File: src/rtl/cfglock_pkg.sv
package cfglock_pkg;

    localparam int DATA_W = 32;

    // Address positions of the bank; the writable words follow the keys.
    localparam int KEY_A_ADDR = 0;
    localparam int KEY_B_ADDR = 1;
    localparam int CFG_BASE   = 2;
    localparam int NUM_KEYS   = 2;

    localparam logic [DATA_W-1:0] KEY_A_SECRET = 32'h83E7_0B13;
    localparam logic [DATA_W-1:0] KEY_B_SECRET = 32'h95A4_F1E0;

    typedef struct packed {
        logic              wr;
        logic              rd;
        logic [DATA_W-1:0] wdata;
    } bus_op_t;

    typedef enum logic [2:0] {
        SLOT_KEY,
        SLOT_CFG,
        SLOT_IDENT,
        SLOT_STAT,
        SLOT_NONE
    } slot_e;

    function automatic logic [DATA_W-1:0] key_secret(input int idx);
        return (idx == 0) ? KEY_A_SECRET : KEY_B_SECRET;
    endfunction

    function automatic int ident_addr(input int num_cfg);
        return CFG_BASE + num_cfg;
    endfunction

    function automatic int stat_addr(input int num_cfg);
        return CFG_BASE + num_cfg + 1;
    endfunction

endpackage

File: src/rtl/cfglock_key_fsm.sv
module cfglock_key_fsm
    import cfglock_pkg::*;
(
    input  logic                clk,
    input  logic                rst,
    input  logic [NUM_KEYS-1:0] key_wr,
    input  logic [DATA_W-1:0]   wdata,
    output logic                unlocked
);

    logic [NUM_KEYS-1:0] flag_q;
    logic [NUM_KEYS-1:0] match;

    generate
        for (genvar k = 0; k < NUM_KEYS; k++) begin : g_match
            assign match[k] = key_wr[k] && (wdata == key_secret(k));
        end
    endgenerate

    always_ff @(posedge clk) begin
        if (rst) begin
            flag_q <= '0;
        end else if (|key_wr) begin
            if (|match) begin
                flag_q <= flag_q | match;
            end else begin
                flag_q <= '0;
            end
        end
    end

    assign unlocked = &flag_q;

endmodule

File: src/rtl/cfglock_cfg_regs.sv
module cfglock_cfg_regs
    import cfglock_pkg::*;
#(
    parameter int                NUM_CFG   = 3,
    parameter logic [DATA_W-1:0] RESET_VAL = '0
) (
    input  logic                      clk,
    input  logic                      rst,
    input  logic [NUM_CFG-1:0]        cfg_wr,
    input  logic                      unlocked,
    input  logic [DATA_W-1:0]         wdata,
    output logic [NUM_CFG*DATA_W-1:0] cfg_q
);

    generate
        for (genvar i = 0; i < NUM_CFG; i++) begin : g_word
            always_ff @(posedge clk) begin
                if (rst) begin
                    cfg_q[i*DATA_W +: DATA_W] <= RESET_VAL;
                end else if (cfg_wr[i] && unlocked) begin
                    cfg_q[i*DATA_W +: DATA_W] <= wdata;
                end
            end
        end
    endgenerate

endmodule

File: src/rtl/cfglock_status.sv
module cfglock_status
    import cfglock_pkg::*;
#(
    parameter int NCORES = 8,
    localparam int SEL_W = $clog2(NCORES)
) (
    input  logic              clk,
    input  logic              rst,
    input  logic [SEL_W-1:0]  sel,
    input  logic              lrst_pin,
    input  logic              nmi_pin,
    output logic [DATA_W-1:0] stat
);

    logic [NCORES-1:0] lrst_q;
    logic [NCORES-1:0] nmi_q;

    generate
        for (genvar c = 0; c < NCORES; c++) begin : g_core
            always_ff @(posedge clk) begin
                if (rst) begin
                    lrst_q[c] <= 1'b0;
                    nmi_q[c]  <= 1'b0;
                end else if (sel == SEL_W'(c)) begin
                    lrst_q[c] <= lrst_pin;
                    nmi_q[c]  <= nmi_pin;
                end
            end
        end
    endgenerate

    assign stat = DATA_W'({nmi_q, lrst_q});

endmodule

File: src/rtl/cfglock_bank.sv
module cfglock_bank
    import cfglock_pkg::*;
#(
    parameter int                ADDR_W   = 4,
    parameter int                NUM_CFG  = 3,
    parameter int                NCORES   = 8,
    parameter logic [DATA_W-1:0] ID_VALUE = 32'h4B4C_0001
) (
    input  logic                      clk,
    input  logic                      rst,
    input  logic [ADDR_W-1:0]         bus_addr,
    input  logic                      bus_wr_en,
    input  logic [DATA_W-1:0]         bus_wr_data,
    input  logic                      bus_rd_en,
    output logic [DATA_W-1:0]         bus_rd_data,
    input  logic [$clog2(NCORES)-1:0] core_sel,
    input  logic                      core_lrst_pin,
    input  logic                      core_nmi_pin
);

    localparam logic [ADDR_W-1:0] A_KEY_A = ADDR_W'(KEY_A_ADDR);
    localparam logic [ADDR_W-1:0] A_KEY_B = ADDR_W'(KEY_B_ADDR);
    localparam logic [ADDR_W-1:0] A_IDENT = ADDR_W'(ident_addr(NUM_CFG));
    localparam logic [ADDR_W-1:0] A_STAT  = ADDR_W'(stat_addr(NUM_CFG));

    bus_op_t                   op;
    slot_e                     slot;
    logic [NUM_KEYS-1:0]       key_wr;
    logic [NUM_CFG-1:0]        cfg_hit;
    logic [NUM_CFG-1:0]        cfg_wr;
    logic                      unlocked;
    logic [NUM_CFG*DATA_W-1:0] cfg_q;
    logic [DATA_W-1:0]         stat_q;
    logic [DATA_W-1:0]         cfg_rd;

    assign op = '{wr: bus_wr_en, rd: bus_rd_en, wdata: bus_wr_data};

    generate
        for (genvar i = 0; i < NUM_CFG; i++) begin : g_dec
            assign cfg_hit[i] = (bus_addr == ADDR_W'(CFG_BASE + i));
        end
    endgenerate

    always_comb begin
        if (bus_addr == A_KEY_A || bus_addr == A_KEY_B) begin
            slot = SLOT_KEY;
        end else if (|cfg_hit) begin
            slot = SLOT_CFG;
        end else if (bus_addr == A_IDENT) begin
            slot = SLOT_IDENT;
        end else if (bus_addr == A_STAT) begin
            slot = SLOT_STAT;
        end else begin
            slot = SLOT_NONE;
        end
    end

    assign key_wr[0] = op.wr && (bus_addr == A_KEY_A);
    assign key_wr[1] = op.wr && (bus_addr == A_KEY_B);
    assign cfg_wr    = op.wr ? cfg_hit : '0;

    cfglock_key_fsm u_keys (
        .clk      (clk),
        .rst      (rst),
        .key_wr   (key_wr),
        .wdata    (op.wdata),
        .unlocked (unlocked)
    );

    cfglock_cfg_regs #(
        .NUM_CFG   (NUM_CFG),
        .RESET_VAL ('0)
    ) u_cfg (
        .clk      (clk),
        .rst      (rst),
        .cfg_wr   (cfg_wr),
        .unlocked (unlocked),
        .wdata    (op.wdata),
        .cfg_q    (cfg_q)
    );

    cfglock_status #(
        .NCORES (NCORES)
    ) u_stat (
        .clk      (clk),
        .rst      (rst),
        .sel      (core_sel),
        .lrst_pin (core_lrst_pin),
        .nmi_pin  (core_nmi_pin),
        .stat     (stat_q)
    );

    always_comb begin
        cfg_rd = '0;
        for (int i = 0; i < NUM_CFG; i++) begin
            if (cfg_hit[i]) begin
                cfg_rd = cfg_q[i*DATA_W +: DATA_W];
            end
        end
    end

    always_comb begin
        bus_rd_data = '0;
        if (op.rd) begin
            unique case (slot)
                SLOT_KEY:   bus_rd_data = DATA_W'(unlocked);
                SLOT_CFG:   bus_rd_data = cfg_rd;
                SLOT_IDENT: bus_rd_data = ID_VALUE;
                SLOT_STAT:  bus_rd_data = stat_q;
                default:    bus_rd_data = '0;
            endcase
        end
    end

endmodule

File: config.mk
export PLATFORM = sky130hd
export DESIGN_NAME = cfglock_bank
export DESIGN_NICKNAME = d
export VERILOG_FILES = /design/src/rtl/cfglock_pkg.sv /design/src/rtl/cfglock_key_fsm.sv /design/src/rtl/cfglock_cfg_regs.sv /design/src/rtl/cfglock_status.sv /design/src/rtl/cfglock_bank.sv
export SDC_FILE = /design/constraint.sdc
export NUM_CORES = 1
export LEC_CHECK = 0
export BUFFER_PORTS_ARGS = -buffer_cell sky130_fd_sc_hd__buf_2
export CAP_MARGIN = 20
export CORE_MARGIN = 2
export CORE_UTILIZATION = 50
export CTS_BUF_LIST = sky130_fd_sc_hd__clkbuf_4
export DETAILED_ROUTE_END_ITERATION = 8
export PLACE_DENSITY = 0.76
export RECOVER_POWER = 25
export SETUP_SLACK_MARGIN = 0.15
export SLEW_MARGIN = 20
export SYNTH_ARGS = -nofsm -noshare
export SYNTH_HDL_FRONTEND = slang
export SYNTH_SLANG_ARGS = --single-unit
File: constraint.sdc
create_clock -name clk -period 2.3 [get_ports clk]
set_clock_uncertainty 0.15 [all_clocks]
set_input_delay 0.46 -clock clk [delete_from_list [all_inputs] [get_ports clk]]
set_output_delay 0.46 -clock clk [all_outputs]
set_load 0.005 [all_outputs]
==> impl_metrics.toml <==
[final_layout]
drive_gt1_frac = 0.2310
antenna_cells = 0
layout_commonest_cell = "nand2_1"
fillCellCount = 862
nNetsFinal = 768
synthToLayoutAreaGrowth_pct = 24.48
register_area_um2 = 2286
multi_input_area_um2 = 2436
layout_common_cells = "nand2_1 (211), dfxtp_1 (111), a21oi_1 (96)"

[clock_tree]
cts_buffer_depth = 2
cts-root-buf = "clkbuf_4"
tritoncts.num_buffers = 17
clock_latency_ns = 0.49
cts_sinks = 114
cts_tree = "built"
cts.htree.levels = 4
path_clk_slew_ns = 0.10
holdBufCountCts = 0

[critical_path]
crit_chain = "buf_12 > nor4b_4 > buf_6 > buf_12 > a222oi_1 > nor2_1 > buf_2"
crit_arrival_ns = 1.66
r2r_end = "u_cfg.cfg_q[84]"
critPathCapture = "bus_rd_data[31]"
ff2ff_setup_slack_ns = 0.23
path_class = "input port to output port"
cp.required_ns = 1.69
critPathMostFrequentCell = "buf_12"
cp-end-kind = "output port"
r2r_cells = 5
startpoint = "bus_addr[1]"
critPathLaunchType = "input port"
slowest_delay_ns = 0.33
cpMaxStageDelayCell = "nor4b_4"
timing.rr.start = "u_keys.flag_q[0]"
crit_fanout = 7

[logic_synthesis]
synth_compound_area_frac = 0.1954
synthXorXnorAreaFrac = 0
synth-edff-count = 0
netlist_area_um2 = 4969
ys_types = 38
avgSynthCellArea_um2 = 7.887
synthAdderAreaFrac = 0
synthCells = 630
ys_warn_count = 0
synth_simple_gate_area_share = 0.2556
seq_area_frac_synth = 0.4593
synth_top_family_by_area = "simple AND/OR/NAND/NOR gates"
async_reset_ff_frac = 0
yosys_most_used_dff = "dfxtp_1"
muxShareOfSynthArea = 0.03223
syn_nets = 675
ys_ff_latch = 114

[die]
rows = 36
initial_utilization = 0.5107
dieArea_um2 = 10750
num_io_pins = 77
chipWidth_um = 103.7
fp.dieH_um = 103.7
core_area_um2 = 9729

[sta]
rsz0062_at_grt = "true"
worstMarginPinSlew_ns = 0.8728
finalCriticalPeriod_ns = 2.274
setup_viol = 0
hold_viol = 0
max_slew_margin = 0.4172
fmax_ghz = 0.4398
timing.final.ws_setup_ns = 0.02638
fin_crit_sh = 0.9885
slew_viol_final = 0

[routing]
wl_per_cell_um = 17.75
drc = 0
ant_nets = 0
dr.first_iter.drc_count = 619
num_vias = 5163
firstDrtPassIters = 6
totalWireLength_um = 15430
vias_per_cell = 5.941

[placement]
io_buffers = 76
pre_cts_slack_ns = -0.05380
place_hpwl_um = 10010
gp_congestion = 0.9010

[flow_run]
drv_cap = 0

[pwr]
p_total_uw = 3908
switching_share = 0.2319
pwr-share-comb = 0.073
power_frac_clock = 0.419
vdd_drop_max_mv = 0.3653
leakage_uw = 0.002248
internal_power_uw = 3002
seqPwrFrac = 0.508
power.switching_uw = 906.2
power.density_nw_per_um2 = 631.9

[grt]
gr-total-overflow = 0
first_global_vias = 4943
grtUsageTotal = 0.2775
antenna_found_initial = 0
grt_pass1_wl_um = 24180
grt_max_degree = 76

[status]
status = "finished clean"

[hold_path]
hold_class = "input port to register"
[worst max-delay path: cells and delay by family]
family,cells,cell delay [ns]
buffers and inverters,4,0.60
AND/OR/NAND/NOR,2,0.51
AO/OA/AOI/OAI,1,0.08
[worst min path at each step]
stage,from,cells after the start,slack [ns],to
detailed placement,u_cfg.cfg_q[50],2,0.30,u_cfg.cfg_q[50]
global route,bus_wr_data[2],3,0.06,u_cfg.cfg_q[66]
floorplan,u_cfg.cfg_q[63],2,0.29,u_cfg.cfg_q[63]
finish,bus_wr_data[2],3,0.08,u_cfg.cfg_q[2]
global placement,u_cfg.cfg_q[33],2,0.29,u_cfg.cfg_q[33]
CTS,bus_wr_data[27],3,0.05,u_cfg.cfg_q[59]
[Yosys cell counts (all sizes together) (2+ instances only)]
cell,count,share of area
nand3,2,0.0020
clkbuf,28,0.021
nor4b,4,0.013
nand3b,4,0.0060
a222oi,32,0.064
buf,25,0.034
nor2,29,0.022
inv,3,0.0023
nand2b,4,0.0050
nand4,3,0.0038
nand4b,4,0.0071
a41oi,2,0.0035
mux2i,16,0.032
nor2b,2,0.0025
and2,4,0.0050
nand2,212,0.16
a21o,3,0.0045
o21ai,23,0.023
a21oi,96,0.097
nor4,5,0.0088
dfxtp,114,0.46
nor3b,4,0.0060
and3,2,0.0025
[what timing repair did]
item                       in CTS  in global routing
setup buffers                   6                  2
setup endpoints to repair      32                 32
cloned                          3                  2
pin swaps                      21                 14
resized for setup              34                 15
[flip-flops by register name, summed over array words and instances, names as in the netlist]
register / cells
u_cfg.cfg_q: 96
u_stat.stat: 16
u_keys.flag_q: 2
[layer usage]
metal | global-route usage | up-vias | part of all wire
li1 | - | 2388 | -
met1 | 0.3518 | 2439 | 0.40
met2 | 0.4484 | 297 | 0.48
met3 | 0.07741 | 39 | 0.095
met4 | 0.1100 | 0 | 0.023
met5 | 0 | - | 0
[cell type report]
cell class                 count  area share
clock buffer                  21     0.02549
clock inverter                11     0.02610
inverter                       3    0.001821
multi-input combinational    460      0.3939
sequential                   114      0.3696
tap                          133     0.02691
timing repair buffer         127      0.1562
[stage by stage]
stage	instance area [um2]	utilization	hold WS, ns	cells	TNS [ns]
finish	6185	0.6357	0.07760	869	0
global route	6185	0.6357	0.05681	869	-0.01191
CTS	6098	0.6268	0.04665	865	0
floorplan	4969	-	0.2857	630	0
global placement	5604	0.5760	0.2910	824	-0.2419
detailed placement	5604	0.5760	0.2984	824	-0.5847
[power groups by stage]
| stage | sequential (uW) | clock, uW | combinational [uW] |
|---|---|---|---|
| 3_5_place_dp | 2030 | 0 | 237 |
| 3_3_place_gp | 2030 | 0 | 230 |
| 4_1_cts | 1990 | 1660 | 263 |
| 6_report | 1990 | 1640 | 283 |
| 2_1_floorplan | 2030 | 0 | 108 |
| 5_1_grt | 1990 | 1750 | 298 |
[cells by family (layout without fill, tap and decap cells)]
logic type             after synthesis  after routing
buffers and inverters               56            162
AO/OA/AOI/OAI                      158            158
AND/OR/NAND/NOR                    286            286
flip-flops                         114            114
multiplexers                        16             16
Note: power is estimated with default switching activity, not from simulation.
